## src/rtl/bcd_pkg.sv

```systemverilog
package bcd_pkg;
   localparam int NUM_CMD = 4;
   localparam int CMD_W   = $clog2(NUM_CMD);

   // index is {space, direction}: space 1 = memory, direction 1 = write
   typedef enum logic [CMD_W-1:0] {
      CMD_IORD = 2'b00,
      CMD_IOWR = 2'b01,
      CMD_MRD  = 2'b10,
      CMD_MWR  = 2'b11
   } bcd_cmd_e;
endpackage

```

## src/rtl/bcd_cycle_ctl.sv

```systemverilog
module bcd_cycle_ctl (
   input  logic clk,
   input  logic rst_n,
   input  logic ads_n,
   input  logic rdy_n,
   output logic start,
   output logic finish,
   output logic active_q,
   output logic active_nxt
);
   assign start  = !active_q && !ads_n;
   assign finish = active_q && !rdy_n;

   always_comb begin
      active_nxt = active_q;
      if (start)       active_nxt = 1'b1;
      else if (finish) active_nxt = 1'b0;
   end

   always_ff @(posedge clk or negedge rst_n) begin
      if (!rst_n) active_q <= 1'b0;
      else        active_q <= active_nxt;
   end

   // a sampled address strobe with no open cycle opens one
   assert_open_on_strobe_R2: assert property (@(posedge clk) disable iff (!rst_n)
      (!active_q && !ads_n) |=> active_q);

   // ready sampled low closes the cycle, whatever ads_n does
   assert_close_on_ready_R7: assert property (@(posedge clk) disable iff (!rst_n)
      (active_q && !rdy_n) |=> !active_q);

   // while open and not ready, the cycle stays open
   assert_hold_open_R8: assert property (@(posedge clk) disable iff (!rst_n)
      (active_q && rdy_n) |=> active_q);
endmodule

```

## src/rtl/bcd_qualifier.sv

```systemverilog
module bcd_qualifier
   import bcd_pkg::*;
(
   input  logic     clk,
   input  logic     rst_n,
   input  logic     start,
   input  logic     wr_rd,
   input  logic     mem_io,
   output bcd_cmd_e cmd_q,
   output bcd_cmd_e cmd_nxt
);
   assign cmd_nxt = start ? bcd_cmd_e'({mem_io, wr_rd}) : cmd_q;

   always_ff @(posedge clk or negedge rst_n) begin
      if (!rst_n) cmd_q <= CMD_IORD;
      else        cmd_q <= cmd_nxt;
   end

   // the captured command only changes on a qualifying edge
   assert_cmd_stable_R6: assert property (@(posedge clk) disable iff (!rst_n)
      !start |=> $stable(cmd_q));
endmodule

```

## src/rtl/bcd_steer.sv

```systemverilog
module bcd_steer
   import bcd_pkg::*;
#(
   parameter bit OUT_REGISTERED = 1'b1
) (
   input  logic               clk,
   input  logic               rst_n,
   input  logic               active_q,
   input  logic               active_nxt,
   input  bcd_cmd_e           cmd_q,
   input  bcd_cmd_e           cmd_nxt,
   output logic [NUM_CMD-1:0] strobe_n
);
   logic [NUM_CMD-1:0] dec_n;
   logic               sel_act;
   bcd_cmd_e           sel_cmd;

   generate
      if (OUT_REGISTERED) begin : g_sel_next
         assign sel_act = active_nxt;
         assign sel_cmd = cmd_nxt;
      end else begin : g_sel_state
         assign sel_act = active_q;
         assign sel_cmd = cmd_q;
      end
   endgenerate

   // two-way space choice, then direction within the chosen pair
   logic mem_sel, io_sel;
   assign mem_sel = sel_act &&  sel_cmd[CMD_W-1];
   assign io_sel  = sel_act && !sel_cmd[CMD_W-1];

   genvar g;
   generate
      for (g = 0; g < NUM_CMD; g++) begin : g_cmd
         localparam bit SPACE = g[CMD_W-1];
         localparam bit DIR   = g[0];
         assign dec_n[g] = !((SPACE ? mem_sel : io_sel) && (sel_cmd[0] == DIR));
      end
   endgenerate

   generate
      if (OUT_REGISTERED) begin : g_out_ff
         always_ff @(posedge clk or negedge rst_n) begin
            if (!rst_n) strobe_n <= '1;
            else        strobe_n <= dec_n;
         end
      end else begin : g_out_comb
         assign strobe_n = dec_n;
      end
   endgenerate

   // never more than one command strobe low
   assert_single_strobe_R9: assert property (@(posedge clk) disable iff (!rst_n)
      $onehot0(~strobe_n));
endmodule

```

## src/rtl/bus_cmd_decoder.sv

```systemverilog
module bus_cmd_decoder
   import bcd_pkg::*;
#(
   parameter bit OUT_REGISTERED = 1'b1
) (
   input  logic clk,
   input  logic rst_n,
   input  logic ads_n,
   input  logic wr_rd,
   input  logic mem_io,
   input  logic rdy_n,
   output logic mem_rd_n,
   output logic mem_wr_n,
   output logic io_rd_n,
   output logic io_wr_n
);
   initial begin
      assert_cmd_count_pow2: assert (NUM_CMD == (1 << CMD_W))
         else $error("command count must be a power of two");
      assert_two_spaces: assert (CMD_W == 2)
         else $error("decoder expects two spaces by two directions");
   end

   logic               start, finish, active_q, active_nxt;
   bcd_cmd_e           cmd_q, cmd_nxt;
   logic [NUM_CMD-1:0] strobe_n;

   bcd_cycle_ctl u_ctl (
      .clk        (clk),
      .rst_n      (rst_n),
      .ads_n      (ads_n),
      .rdy_n      (rdy_n),
      .start      (start),
      .finish     (finish),
      .active_q   (active_q),
      .active_nxt (active_nxt)
   );

   bcd_qualifier u_qual (
      .clk     (clk),
      .rst_n   (rst_n),
      .start   (start),
      .wr_rd   (wr_rd),
      .mem_io  (mem_io),
      .cmd_q   (cmd_q),
      .cmd_nxt (cmd_nxt)
   );

   bcd_steer #(.OUT_REGISTERED(OUT_REGISTERED)) u_steer (
      .clk        (clk),
      .rst_n      (rst_n),
      .active_q   (active_q),
      .active_nxt (active_nxt),
      .cmd_q      (cmd_q),
      .cmd_nxt    (cmd_nxt),
      .strobe_n   (strobe_n)
   );

   assign mem_rd_n = strobe_n[CMD_MRD];
   assign mem_wr_n = strobe_n[CMD_MWR];
   assign io_rd_n  = strobe_n[CMD_IORD];
   assign io_wr_n  = strobe_n[CMD_IOWR];

   // opening a cycle drives exactly one strobe low on the next cycle
   assert_one_low_after_open_R2: assert property (@(posedge clk) disable iff (!rst_n)
      (!active_q && !ads_n) |=> ($countones({mem_rd_n, mem_wr_n, io_rd_n, io_wr_n}) == 3));

   // wait states hold the strobes
   assert_hold_in_wait_R6: assert property (@(posedge clk) disable iff (!rst_n)
      (active_q && rdy_n) |=> $stable({mem_rd_n, mem_wr_n, io_rd_n, io_wr_n}));

   // ready releases every strobe
   assert_release_on_ready_R7: assert property (@(posedge clk) disable iff (!rst_n)
      (active_q && !rdy_n) |=> (&{mem_rd_n, mem_wr_n, io_rd_n, io_wr_n}));

   // idle without a strobe request keeps all high
   assert_idle_quiet_R10: assert property (@(posedge clk) disable iff (!rst_n)
      (!active_q && ads_n) |=> (&{mem_rd_n, mem_wr_n, io_rd_n, io_wr_n}));
endmodule

```

## config.mk

```make
export PLATFORM = sky130hd
export DESIGN_NAME = bus_cmd_decoder
export DESIGN_NICKNAME = d
export VERILOG_FILES = /design/src/rtl/bcd_pkg.sv /design/src/rtl/bcd_cycle_ctl.sv /design/src/rtl/bcd_qualifier.sv /design/src/rtl/bcd_steer.sv /design/src/rtl/bus_cmd_decoder.sv
export SDC_FILE = /design/constraint.sdc
export NUM_CORES = 1
export LEC_CHECK = 0
export ABC_CLOCK_PERIOD_IN_PS = 1800
export BUFFER_PORTS_ARGS = -buffer_cell sky130_fd_sc_hd__buf_2
export CORE_AREA = 5 5 42 44
export CTS_CLUSTER_SIZE = 25
export DETAILED_ROUTE_END_ITERATION = 16
export DIE_AREA = 0 0 47 49
export PLACE_DENSITY = 0.46
export SKIP_CTS_REPAIR_TIMING = 1
export SLEW_MARGIN = 20
export SYNTH_ARGS = -nofsm -noshare
export SYNTH_HDL_FRONTEND = slang
export SYNTH_HIERARCHICAL = 1
export SYNTH_SLANG_ARGS = --single-unit
export TNS_END_PERCENT = 20
```

## constraint.sdc

```tcl
create_clock -name clk -period 1.8 [get_ports clk]
set_input_delay 0.54 -clock clk [delete_from_list [all_inputs] [get_ports clk]]
set_output_delay 0.54 -clock clk [all_outputs]
set_load 0.05 [all_outputs]
```

==> impl_metrics.yaml <==
critical_path:
  arrival_ps: 1010
  worstPathMaxFanout: 1
  cp-startpoint: "u_steer/strobe_n[3]"
  regToRegSetupSlack_ps: 440
  critPathCapture: "mem_wr_n"
  max_stage_delay_ps: 520
  reg2reg_from: "u_ctl/active_q"
  critPathTopFamily: "flip-flops"
  crit_path_start_kind: "flip-flop"
  slowest_stage: "dfstp_2"
  reg2reg_depth: 3
  worstPathRequired_ps: 1260
  crit_path_end_kind: "primary output"
  path_buf_inv: 1
  crit_type: "flip-flop to primary output"
  r2r_end: "u_steer/strobe_n[0]"
  worstSetupPathDepth: 1
  worstPathCellList: "buf_2"
cells_and_area:
  layout.cells.non_filler: 44
  n_fill_cell: 160
  layout-drive-gt1-share_pct: 67.9
  diodes: 0
  nets: 35
  area_growth_pct: 37.2
sta:
  finalSetupTns_ps: 0
  setup_ws_ps: 247
  rsz0062_at_grt: "false"
  holdWs_ps: 111
  tightest_slew_ps: 253
  drv_slew: 0
  min_period_ps: 1550
  fin_crit_sh_pct: 86.3
  slew-limit-headroom_pct: 83.2
  finalHoldViolCount: 0
  max_freq_mhz: 644
  setup_viol: 0
  finClkSkew_ps: 1.15
detailed_routing:
  route.detailed.drc: 0
  wl_per_cell_um: 10.8
  final_antenna_net_count: 0
  drt_pass1_iterations: 1
  via_per_inst: 3.66
  dr_total_vias: 161
  wl_um: 473
  dr.first_iter.drc_count: 0
floorplanning:
  row_count: 14
  dieArea_um2: 2300
  core_area_um2: 1400
  initial_core_util_pct: 17.5
  die_w_um: 47
  fp.dieH_um: 49
  io_pins: 10
power:
  powerDensity_nw_per_um2: 1320
  max-vdd-ir-drop_mv: 0.460
  leakage_nw: 0.146
  total_power_w: 0.000446
place:
  place_hpwl_um: 318
  gp_congestion: 0.766
  dp.cells: 40
  post-place-ws_ps: 162
  io_buffers: 9
cts:
  cts_max_level: 1
  cts_buffers: 3
  root_buffer: "clkbuf_4"
  clk_pin_slew_ps: 50
  clk_latency_ps: 250
  cts_sinks: 7
  cts_tree: "done"
  clockBufferDepth: 2
global_routing:
  antenna_found_initial: 0
  grt.overflow.total: 0
  grtUsageMet3_pct: 3.32
  grtUsageTotal_pct: 5.77
  grtUsageMet1_pct: 7.50
  grt_start_max_net_pins: 8
  gr-max-usage-layer: "met1"
  use_met2_pct: 6.11
  grt_pass1_vias: 208
  grt_first_pass_wirelength_um: 841
synth:
  syn_avg_cell_area_um2: 16.3
  netlist_instances: 15
  yosysWarnings: 6
  syn_area_um2: 245
  synth_fp_nets: 21
min_path:
  min_path_type: "input pin to asynchronous set/reset pin"
status:
  run_status: "finished, final reports clean"
flow_run:
  max-cap-violations: 0
## layout make-up
class	instances	area [um^2]	area share, %
clock buffer	4	26.3	7.81
multi-input combinational	8	65.1	19.3
sequential	7	180	53.5
tap	16	20.0	5.95
timing repair buffer	9	45.0	13.4
## flip-flops by register name (all words and copies together) (netlist names)
name              flops
u_qual/cmd_q          2
u_ctl/active_q        1
u_steer/strobe_n      4
## cell usage in the layout, fill, tap and decap left out, drive strengths merged
master  instances
dfrtp           3
buf             9
nor2            1
mux2            2
nand3           1
dfstp           4
clkbuf          4
a21o            1
or3b            1
nand3b          2
## where the power goes
part	internal (W)	leakage [nW]	total [W]	switching [W]
combinational	0.0000321	0.0531	0.000107	0.0000748
sequential	0.000192	0.0775	0.000199	0.00000748
clock	0.0000844	0.0150	0.000140	0.0000553
## per-stage QoR
stage               cell area, um^2  util, %
global placement                310     22.1
floorplan                       245        -
global route                    337     24.0
detailed placement              310     22.1
CTS                             337     24.0
finish                          337     24.0
## routing by layer
metal  wire, um  part of all wire [%]
met2        167                    35
met3         79                    17
met4          0                     0
met1        226                    48
met5          0                     0
## worst min-delay path by stage
| stage | slack, ps | end | cells after the start |
|---|---|---|---|
| 5_1_grt | 120 | u_qual/cmd_q[0] | 1 |
| 3_5_place_dp | 380 | u_ctl/active_q | 1 |
| 4_1_cts | 100 | u_ctl/active_q | 1 |
| 3_3_place_gp | 370 | u_ctl/active_q | 1 |
| 6_report | 110 | u_ctl/active_q | 1 |
| 2_1_floorplan | 240 | u_ctl/active_q | 0 |
(Power assumes the default switching activity.)
